$ cat src/rtl/twi_cw_pkg.sv
package twi_cw_pkg;

    localparam int REG_W = 8;

    typedef enum logic [1:0] {
        RA_CTRL  = 2'd0,
        RA_MODE  = 2'd1,
        RA_SLAVE = 2'd2,
        RA_SHIFT = 2'd3
    } reg_addr_e;

    // control register bit positions (software decodes these)
    localparam int C_STOP_CMD  = 0;
    localparam int C_START_CMD = 1;
    localparam int C_STOP_SEEN = 2;
    localparam int C_START_SEEN= 3;
    localparam int C_ACK_TRIG  = 4;
    localparam int C_ACK_EN    = 5;
    localparam int C_ACK_SEEN  = 6;
    localparam int C_BUSY_EN   = 7;

    // mode register bit positions
    localparam int M_ERR   = 0;
    localparam int M_WAKE  = 5;
    localparam int M_MATCH = 6;
    localparam int M_EN    = 7;

    typedef struct packed {
        logic busy_en;
        logic ack_en;
        logic ack_trig;
    } ctrl_cfg_t;

    typedef struct packed {
        logic start;
        logic stop;
    } line_ev_t;

    typedef struct packed {
        logic [REG_W-1:0] mask;
        logic [REG_W-1:0] val;
        reg_addr_e        addr;
    } bus_op_t;

    function automatic logic [REG_W-1:0] op_mask(input logic byte_wr,
                                                 input logic bit_wr,
                                                 input logic [2:0] sel);
        if (byte_wr)     return '1;
        else if (bit_wr) return REG_W'(1) << sel;
        else             return '0;
    endfunction

    function automatic logic [REG_W-1:0] op_val(input logic byte_wr,
                                                input logic [REG_W-1:0] wdata,
                                                input logic bit_val);
        return byte_wr ? wdata : {REG_W{bit_val}};
    endfunction

    function automatic logic [REG_W-1:0] merge(input logic [REG_W-1:0] old,
                                               input logic [REG_W-1:0] mask,
                                               input logic [REG_W-1:0] val);
        return (old & ~mask) | (val & mask);
    endfunction

endpackage

$ cat src/rtl/twi_line_sync.sv
module twi_line_sync
    import twi_cw_pkg::*;
#(
    parameter int STAGES = 2
) (
    input  logic     clk,
    input  logic     rst,
    input  logic     sda_in,
    input  logic     scl_in,
    output line_ev_t ev
);
    localparam int LAST = STAGES - 1;

    // bit 1 = SCL, bit 0 = SDA; idle bus is high
    logic [1:0] pipe [STAGES];
    logic [1:0] prev;

    for (genvar g = 0; g < STAGES; g++) begin : g_stage
        if (g == 0) begin : g_first
            always_ff @(posedge clk) begin
                if (rst) pipe[g] <= 2'b11;
                else     pipe[g] <= {scl_in, sda_in};
            end
        end else begin : g_next
            always_ff @(posedge clk) begin
                if (rst) pipe[g] <= 2'b11;
                else     pipe[g] <= pipe[g-1];
            end
        end
    end

    always_ff @(posedge clk) begin
        if (rst) prev <= 2'b11;
        else     prev <= pipe[LAST];
    end

    always_comb begin
        ev.start = prev[0] & ~pipe[LAST][0] & pipe[LAST][1];
        ev.stop  = ~prev[0] & pipe[LAST][0] & pipe[LAST][1];
    end

endmodule

$ cat src/rtl/twi_cw_regs.sv
module twi_cw_regs
    import twi_cw_pkg::*;
(
    input  logic             clk,
    input  logic             rst,
    input  bus_op_t          op,
    input  line_ev_t         ev,
    input  logic             load,
    input  logic             misuse,
    input  logic             addr_miss,
    output logic             en,
    output logic             wake,
    output logic             err,
    output logic [REG_W-1:0] slave,
    output ctrl_cfg_t        cfg,
    output logic             start_seen,
    output logic             stop_seen,
    output logic             start_cmd,
    output logic             stop_cmd,
    output logic             so_latch
);
    logic hit_ctrl, hit_mode, hit_slave;

    always_comb begin
        hit_ctrl  = (op.addr == RA_CTRL)  && (|op.mask);
        hit_mode  = (op.addr == RA_MODE)  && (|op.mask);
        hit_slave = (op.addr == RA_SLAVE) && (|op.mask);
    end

    // command bits: live one cycle, then applied to the latch
    always_ff @(posedge clk) begin
        if (rst) begin
            stop_cmd  <= 1'b0;
            start_cmd <= 1'b0;
            so_latch  <= 1'b1;
        end else begin
            stop_cmd  <= en & hit_ctrl & op.mask[C_STOP_CMD]  & op.val[C_STOP_CMD];
            start_cmd <= en & hit_ctrl & op.mask[C_START_CMD] & op.val[C_START_CMD];
            if (stop_cmd)       so_latch <= 1'b1;
            else if (start_cmd) so_latch <= 1'b0;
        end
    end

    // writable configuration bits of the control register
    always_ff @(posedge clk) begin
        if (rst) begin
            cfg <= '0;
        end else if (hit_ctrl) begin
            if (op.mask[C_BUSY_EN])  cfg.busy_en  <= op.val[C_BUSY_EN];
            if (op.mask[C_ACK_EN])   cfg.ack_en   <= op.val[C_ACK_EN];
            if (op.mask[C_ACK_TRIG]) cfg.ack_trig <= op.val[C_ACK_TRIG];
        end
    end

    // status flags
    always_ff @(posedge clk) begin
        if (rst) begin
            start_seen <= 1'b0;
            stop_seen  <= 1'b0;
            err        <= 1'b0;
        end else if (!en) begin
            start_seen <= 1'b0;
            stop_seen  <= 1'b0;
            err        <= 1'b0;
        end else begin
            if (ev.start) start_seen <= 1'b1;
            if (ev.stop)                  stop_seen <= 1'b1;
            else if (load || addr_miss)   stop_seen <= 1'b0;
            if (misuse) err <= 1'b1;
        end
    end

    // mode and slave address
    always_ff @(posedge clk) begin
        if (rst) begin
            en    <= 1'b0;
            wake  <= 1'b0;
            slave <= '0;
        end else begin
            if (hit_mode && op.mask[M_EN])   en   <= op.val[M_EN];
            if (hit_mode && op.mask[M_WAKE]) wake <= op.val[M_WAKE];
            if (hit_slave) slave <= merge(slave, op.mask, op.val);
        end
    end

    p_stop_sets_latch_r1: assert property (@(posedge clk) disable iff (rst)
        stop_cmd |=> so_latch);
    p_latch_holds_r1: assert property (@(posedge clk) disable iff (rst)
        (!stop_cmd && !start_cmd) |=> $stable(so_latch));
    p_start_clears_latch_r2: assert property (@(posedge clk) disable iff (rst)
        (start_cmd && !stop_cmd) |=> !so_latch);
    p_cmds_idle_off_r3: assert property (@(posedge clk) disable iff (rst)
        !en |-> (!start_cmd && !stop_cmd));
    p_flags_drop_off_r5: assert property (@(posedge clk) disable iff (rst)
        !en |=> (!start_seen && !stop_seen && !err));
    p_misuse_flags_r10: assert property (@(posedge clk) disable iff (rst)
        (misuse && en) |=> err);

endmodule

$ cat src/rtl/twi_wake_gate.sv
module twi_wake_gate
    import twi_cw_pkg::*;
(
    input  logic     clk,
    input  logic     rst,
    input  logic     en,
    input  logic     wake,
    input  logic     match,
    input  line_ev_t ev,
    input  logic     byte_done,
    output logic     addr_miss,
    output logic     irq
);
    logic await_addr;

    assign addr_miss = en & byte_done & await_addr & ~match;

    always_ff @(posedge clk) begin
        if (rst) begin
            await_addr <= 1'b0;
            irq        <= 1'b0;
        end else begin
            irq <= en & byte_done & (~wake | (await_addr & match));
            if (!en)            await_addr <= 1'b0;
            else if (ev.start)  await_addr <= 1'b1;
            else if (byte_done) await_addr <= 1'b0;
        end
    end

    p_irq_from_byte_r7: assert property (@(posedge clk) disable iff (rst)
        irq |-> $past(byte_done && en));
    p_wake_irq_match_r8: assert property (@(posedge clk) disable iff (rst)
        (irq && $past(wake)) |-> $past(match && await_addr));

endmodule

$ cat src/rtl/twi_cond_wake.sv
module twi_cond_wake
    import twi_cw_pkg::*;
#(
    parameter int SYNC_STAGES = 2
) (
    input  logic             clk,
    input  logic             rst,
    input  logic             bus_wr,
    input  logic             bus_bit_wr,
    input  logic [1:0]       bus_addr,
    input  logic [REG_W-1:0] bus_wdata,
    input  logic [2:0]       bus_bit_sel,
    input  logic             bus_bit_val,
    output logic [REG_W-1:0] bus_rdata,
    input  logic             sda_in,
    input  logic             scl_in,
    input  logic             ack_seen,
    input  logic [REG_W-1:0] shreg_data,
    input  logic             byte_done,
    output logic             so_latch,
    output logic             shift_load,
    output logic [REG_W-1:0] shift_wdata,
    output logic             irq
);
    bus_op_t          op;
    line_ev_t         ev;
    ctrl_cfg_t        cfg;
    logic             en, wake, err, match, misuse, addr_miss;
    logic             start_seen, stop_seen, start_cmd, stop_cmd;
    logic [REG_W-1:0] slave;
    logic             shift_wr;

    always_comb begin
        op.mask = op_mask(bus_wr, bus_bit_wr, bus_bit_sel);
        op.val  = op_val(bus_wr, bus_wdata, bus_bit_val);
        op.addr = reg_addr_e'(bus_addr);
    end

    assign shift_wr    = bus_wr && (op.addr == RA_SHIFT) && en;
    assign shift_load  = shift_wr && !wake;
    assign misuse      = shift_wr && wake;
    assign shift_wdata = bus_wdata;
    assign match       = en && (slave == shreg_data);

    twi_line_sync #(.STAGES(SYNC_STAGES)) u_sync (
        .clk    (clk),
        .rst    (rst),
        .sda_in (sda_in),
        .scl_in (scl_in),
        .ev     (ev)
    );

    twi_cw_regs u_regs (
        .clk        (clk),
        .rst        (rst),
        .op         (op),
        .ev         (ev),
        .load       (shift_load),
        .misuse     (misuse),
        .addr_miss  (addr_miss),
        .en         (en),
        .wake       (wake),
        .err        (err),
        .slave      (slave),
        .cfg        (cfg),
        .start_seen (start_seen),
        .stop_seen  (stop_seen),
        .start_cmd  (start_cmd),
        .stop_cmd   (stop_cmd),
        .so_latch   (so_latch)
    );

    twi_wake_gate u_wake (
        .clk       (clk),
        .rst       (rst),
        .en        (en),
        .wake      (wake),
        .match     (match),
        .ev        (ev),
        .byte_done (byte_done),
        .addr_miss (addr_miss),
        .irq       (irq)
    );

    always_comb begin
        bus_rdata = '0;
        case (op.addr)
            RA_CTRL: begin
                bus_rdata[C_BUSY_EN]    = cfg.busy_en;
                bus_rdata[C_ACK_SEEN]   = ack_seen;
                bus_rdata[C_ACK_EN]     = cfg.ack_en;
                bus_rdata[C_ACK_TRIG]   = cfg.ack_trig;
                bus_rdata[C_START_SEEN] = start_seen;
                bus_rdata[C_STOP_SEEN]  = stop_seen;
                bus_rdata[C_START_CMD]  = start_cmd;
                bus_rdata[C_STOP_CMD]   = stop_cmd;
            end
            RA_MODE: begin
                bus_rdata[M_EN]    = en;
                bus_rdata[M_MATCH] = match;
                bus_rdata[M_WAKE]  = wake;
                bus_rdata[M_ERR]   = err;
            end
            RA_SLAVE: bus_rdata = slave;
            RA_SHIFT: bus_rdata = shreg_data;
            default:  bus_rdata = '0;
        endcase
    end

    p_load_needs_awake_off_r10: assert property (@(posedge clk) disable iff (rst)
        shift_load |=> !err || $past(err));

endmodule

$ cat config.mk
export PLATFORM = sky130hd
export DESIGN_NAME = twi_cond_wake
export DESIGN_NICKNAME = d
export VERILOG_FILES = /design/src/rtl/twi_cw_pkg.sv /design/src/rtl/twi_line_sync.sv /design/src/rtl/twi_cw_regs.sv /design/src/rtl/twi_wake_gate.sv /design/src/rtl/twi_cond_wake.sv
export SDC_FILE = /design/constraint.sdc
export NUM_CORES = 1
export LEC_CHECK = 0
export ABC_AREA = 1
export BUFFER_PORTS_ARGS = -buffer_cell sky130_fd_sc_hd__buf_2
export CAP_MARGIN = 20
export CORE_MARGIN = 4
export CORE_UTILIZATION = 56
export DETAILED_ROUTE_END_ITERATION = 7
export PLACE_DENSITY = 0.94
export SETUP_SLACK_MARGIN = 0.05
export SYNTH_ARGS = -nofsm -noshare
export SYNTH_HDL_FRONTEND = slang
export SYNTH_HIERARCHICAL = 1
export SYNTH_SLANG_ARGS = --single-unit
$ cat constraint.sdc
create_clock -name clk -period 2.6 [get_ports clk]
set_clock_uncertainty 0.05 [all_clocks]
set_input_delay 0.52 -clock clk [delete_from_list [all_inputs] [get_ports clk]]
set_output_delay 0.52 -clock clk [all_outputs]
set_load 0.01 [all_outputs]
==> flow_summary.yaml, run 1 <==
run_status:
  outcome: "finished, final reports clean"
final_layout:
  drive_gt1_share_pct: 24.3
  layout_commonest_cell: "nand2_1"
  area_growth_pct: 12.4
  fillCellCount: 274
  final_nets: 361
  multiInputGateArea_sq_um: 936
  design_area_sq_mm: 0.00198
  seqCellArea_sq_um: 520
  n_antenna_cell: 0
  layout_common_cells: "92 x nand2_1, 48 x buf_2, 44 x inv_1"
critical_path:
  cp-start-kind: "flop"
  endpoint_kind: "primary output"
  worst_path_max_delay_cell: "dfxtp_1"
  cp.depth: 9
  crit_chain: "inv_1 -> nand2_1 -> nand2_1 -> nor2_1 -> nand2_1 -> nor2_1 -> nand3_1 -> nand3_2 -> buf_2"
  required_ns: 2.03
  path_delay_family: "simple AND/OR/NAND/NOR gates"
  slowest_delay_ns: 0.43
  cp_num_buf_inv: 2
  path_max_fanout: 4
  critPathMostFrequentCell: "nand2_1"
  reg2reg_slack_ns: 1.05
  reg2regPathDepth: 10
  critPathKind: "reg -> out"
  crit_arrival_ns: 1.44
clocking:
  clk_pin_slew_ns: 0.13
  numCtsBuffers: 3
  cts_buffer_depth: 2
  clkSinkCount: 26
  clk-insertion-delay-late_ns: 0.31
  cts.repair.resized: 0
  htreeDepth: 1
  cts_tree: "yes"
  root_buffer: "clkbuf_4"
  post_cts_buffers: 0
  hold_buffers: 0
timing:
  fmax_ghz: 0.497
  slew_headroom_pct: 55.5
  setup_viol: 0
  fin_crit_ns: 2.01
  finalHoldViolations: 0
  finalCritPeriodShare_pct: 77.4
  tns_ns: 0
  drv_slew: 0
  worst_pin_slew_ns: 0.661
  rsz0062_at_grt: "false"
min_path:
  hp-class: "in -> reg"
  hold_depth: 2
place:
  hpwl_um: 3410
  io_buffer_count: 48
  gp_congestion: 0.884
  placed_area_sq_mm: 0.00196
die:
  die_area_sq_mm: 0.00411
  core_area_sq_mm: 0.00303
  start_util_pct: 58.2
  rows: 20
  die_h_um: 64.1
  die_x_um: 64.1
  io_pins: 49
synth:
  synthCells: 289
  synth_area_per_cell_sq_um: 6.10
  synth_area_leaders: "dfxtp_1 30%, nand2_1 20%, inv_1 9.4%"
  seq_area_frac_synth_pct: 29.5
  ys_ff_latch: 26
  synth_area_sq_mm: 0.00176
  yosys_warnings: 6
  synth_top_area_cell: "dfxtp_1"
  yosys.area.top_type_share_pct: 29.5
  syn_nets: 319
  ys_types: 24
routing:
  wl_um: 4150
  viasPerCell: 4.88
  num_vias: 1820
  post-route-drc-count: 0
  drt-pass1-iter-count: 4
  ant_nets: 0
  drt_iter0_markers: 90
  wl_per_cell_um: 11.1
global_routing:
  antenna_found_initial: 0
  grt_pass1_vias: 1682
  grt.overflow.total: 0
  grt_pass1_wl_um: 6930
  grt_max_degree: 17
  grt_use_total_pct: 21.0
power_and_ir_drop:
  power_mw: 0.780
  cellPowerDensity_mw_per_mm2: 394
  leakagePower_nw: 1.10
  ir_drop_mv: 0.233
run:
  cap_viol_max_count: 0
-- path summary, 6_finish.rpt --
path | startpoint | endpoint
worst max-delay path | flop | bus_rdata[6]
worst min-delay path | sda_in | u_sync/pipe[0][0]$_SDFF_PP1_
worst max register to register | flop | u_regs/stop_seen$_SDFFE_PP0P_
worst min register to register | u_sync/pipe[0][0]$_SDFF_PP1_ | u_sync/pipe[1][0]$_SDFF_PP1_
-- metal layers --
metal	routed length [um]	GRT usage (%)	share of wire, %
met4	85	9.76	2.0
met2	2010	36.0	48
met5	0	0	0
met3	225	2.81	5.4
met1	1830	25.9	44
-- kinds of logic after synthesis --
group | share of synthesized area [%]
AOI/OAI and AO/OA | 6.89
xor gates and xnor gates | 0.994
buffers and inverters | 17.3
DFF | 29.5
and+or+nand+nor | 45.2
-- metrics by stage --
step / setup WS (ns) / util [%] / hold WS, ns / cells
2_1_floorplan: 0.723 / - / 0.333 / 289
4_1_cts: 0.591 / 65.4 / 0.324 / 373
6_report: 0.587 / 65.4 / 0.329 / 373
5_1_grt: 0.422 / 65.4 / 0.305 / 373
3_3_place_gp: 0.652 / 64.7 / 0.336 / 370
3_5_place_dp: 0.556 / 64.7 / 0.352 / 370
-- where the power goes --
| part | switching (mW) | internal, mW | total [mW] |
|---|---|---|---|
| sequential | 0.0114 | 0.414 | 0.425 |
| combinational | 0.122 | 0.0716 | 0.193 |
| clock | 0.108 | 0.0541 | 0.162 |
-- cell usage after synthesis (all sizes together) --
cell / n
o21ai: 9
dfxtp: 26
nand2: 95
nor2: 50
o221ai: 2
o2111ai: 3
nor3b: 1
xor2: 2
or2: 5
buf: 12
a21oi: 4
nand4: 1
nand3: 23
o22ai: 1
inv: 53
nor4: 2
-- cell type report --
class / instances / share of cell area [%]
well taps: 44 / 2.78
inverters: 53 / 10.0
flip-flops and latches: 26 / 26.3
repair buffers: 49 / 12.5
multi-input cells: 198 / 47.3
clock buffers: 3 / 1.14
(Power assumes the default switching activity.)
==> run 2: changes to the inputs <==
--- a/config.mk
+++ b/config.mk
@@ -9,9 +9,9 @@
 export BUFFER_PORTS_ARGS = -buffer_cell sky130_fd_sc_hd__buf_2
 export CAP_MARGIN = 20
 export CORE_MARGIN = 4
-export CORE_UTILIZATION = 56
+export CORE_UTILIZATION = 47
 export DETAILED_ROUTE_END_ITERATION = 7
-export PLACE_DENSITY = 0.94
+export PLACE_DENSITY = 0.85
 export SETUP_SLACK_MARGIN = 0.05
 export SYNTH_ARGS = -nofsm -noshare
 export SYNTH_HDL_FRONTEND = slang
==> constraint.sdc (replaced) <==
create_clock -name clk -period 1.6 [get_ports clk]
set_clock_uncertainty 0.05 [all_clocks]
set_input_delay 0.32 -clock clk [delete_from_list [all_inputs] [get_ports clk]]
set_output_delay 0.32 -clock clk [all_outputs]
set_load 0.01 [all_outputs]
==> run 2 against run 1 <==
The run now ends with negative setup slack left; register-to-register slack worse by 0.89 ns; non-clock buffer count is 15 higher; die area is 17% higher; cell area is 13% higher; sequential share of layout area is 2.7 points lower; combinational power is 94% higher; flip-flop and latch count stayed put; count of clock-buffer cells in the layout stayed put; final cell count is 4.8% higher; utilization is 0.66 points lower; total power is 110% higher; largest cell class unchanged.
==> flow_summary.yaml, run 2 (synthesis gave the netlist of run 1 again) <==
global_routing:
  grt_max_degree: 16
  grt.overflow.total: 0
  antenna_found_initial: 0
  grt_pass1_vias: 1732
  grt_pass1_wl_um: 7380
  grt_use_total_pct: 18.3
critical_path:
  cp-start-kind: "flop"
  crit_arrival_ns: 1.37
  r2r-end: "u_regs/stop_seen$_SDFFE_PP0P_"
  reg2reg_slack_ns: 0.16
  path_max_fanout: 4
  cp-endpoint: "bus_rdata[6]"
  endpoint_kind: "primary output"
  required_ns: 1.23
  reg2regPathDepth: 7
  critPathKind: "reg -> out"
power_and_ir_drop:
  internal-power_mw: 1.16
  ir_drop_mv: 0.604
  netSwitchingFraction_pct: 28.2
  leakagePower_nw: 1.21
  cellPowerDensity_mw_per_mm2: 719
  seqPwrFrac_pct: 43.0
  power_mw: 1.61
  p_comb_share_pct: 23.2
  p_clk_share_pct: 33.8
  p_switching_mw: 0.454
timing:
  fin_ws_ns: -0.137
  setup_viol: 1
  finalHoldViolations: 0
  worst_pin_slew_ns: 0.523
  finalCritPeriodShare_pct: 109
  drv_slew: 0
  hold_ws_ns: 0.174
  rsz0062_at_grt: "true"
  fin_crit_ns: 1.74
  slew_headroom_pct: 65.1
  fmax_ghz: 0.576
final_layout:
  layout_common_cells: "89 x nand2_1, 47 x buf_2, 42 x nor2_1"
  n_antenna_cell: 0
  layout_commonest_cell: "nand2_1"
  drive_gt1_share_pct: 35.1
  area_growth_pct: 27.5
  final_nets: 376
routing:
  met2_length_um: 2210
  met1_length_um: 1980
  top_layer: "met4"
  num_vias: 1921
  drt_iter0_markers: 123
  post-route-drc-count: 0
  met3_length_um: 345
  wl_um: 4600
  wl_per_cell_um: 11.8
  ant_nets: 0
  viasPerCell: 4.91
  drt-pass1-iter-count: 4
clocking:
  root_buffer: "clkbuf_8"
  htreeDepth: 1
  hold_buffers: 0
  cts_tree: "yes"
  clk-insertion-delay-late_ns: 0.27
  clk_pin_slew_ns: 0.09
  cts_buffer_depth: 2
  numCtsBuffers: 3
  clkSinkCount: 26
die:
  die_x_um: 69.2
  rows: 21
  die_h_um: 69.2
  die_area_sq_mm: 0.00479
  start_util_pct: 50.8
  io_pins: 49
  core_area_sq_mm: 0.00347
place:
  gp_congestion: 0.873
  io_buffer_count: 48
  hpwl_um: 3490
run_status:
  outcome: "finished, violations left"
  violations: "negative setup slack"
min_path:
  hp-class: "in -> reg"
run:
  cap_viol_max_count: 0
run 2: stage by stage:
stage	setup TNS, ns	instance area [sq um]	std cells	util [%]	setup WS, ns
2_1_floorplan	0	1820	289	-	0.0735
3_3_place_gp	0	2130	387	61.3	0.0241
3_5_place_dp	-0.166	2130	387	61.3	-0.0499
4_1_cts	-0.0720	2220	391	64.1	-0.0720
5_1_grt	-0.226	2250	391	64.8	-0.226
6_report	-0.137	2250	391	64.8	-0.137
run 2: layout make-up:
| cell class | instances | area, sq um |
|---|---|---|
| Clock inverter | 1 | 30.0 |
| Timing Repair Buffer | 64 | 367 |
| Multi-Input combinational cell | 198 | 1020 |
| Tap cell | 46 | 57.6 |
| Fill cell | 312 | 1220 |
| Clock buffer | 3 | 41.3 |
| Inverter | 53 | 201 |
| Sequential cell | 26 | 531 |
run 2: how the worst min path moves through the flow:
stage	cells after the start	start	to	slack (ns)
floorplan	1	u_sync/pipe[0][0]$_SDFF_PP1_	u_sync/pipe[1][0]$_SDFF_PP1_	0.33
global placement	1	u_sync/pipe[0][1]$_SDFF_PP1_	u_sync/pipe[1][1]$_SDFF_PP1_	0.34
detailed placement	1	u_sync/pipe[0][1]$_SDFF_PP1_	u_sync/pipe[1][1]$_SDFF_PP1_	0.35
CTS	2	sda_in	u_sync/pipe[0][0]$_SDFF_PP1_	0.17
global route	2	scl_in	u_sync/pipe[0][1]$_SDFF_PP1_	0.18
finish	2	scl_in	u_sync/pipe[0][1]$_SDFF_PP1_	0.17
run 2: power by group through the flow:
stage          clock network [mW]  logic [mW]  registers (mW)
2_1_floorplan                   0       0.231           0.702
3_3_place_gp                    0       0.347           0.704
3_5_place_dp                    0       0.357           0.704
4_1_cts                     0.547       0.366           0.691
5_1_grt                     0.580       0.418           0.696
6_report                    0.546       0.375           0.693
run 2: worst max-delay path, cell delays in order, from the launching register on:
cell     delay (ns)
dfxtp_4        0.38
inv_1          0.05
nand2_1        0.05
nand2_1        0.06
inv_1          0.08
nand3_2        0.08
nor2_1         0.12
nand3_1        0.10
nand3_2        0.08
buf_6          0.10
run 2: what timing repair did:
| item | CTS | global route |
|---|---|---|
| setup buffers | 0 | 0 |
| endpoints found under the setup margin | 2 | 4 |
| pin swaps | 0 | 7 |
| gates resized for setup | 12 | 8 |
run 2: per-layer routing:
layer	vias up	GRT usage [%]
li1	983	-
met1	863	24.7
met2	66	29.7
met3	9	3.77
met4	0	4.77
met5	-	0
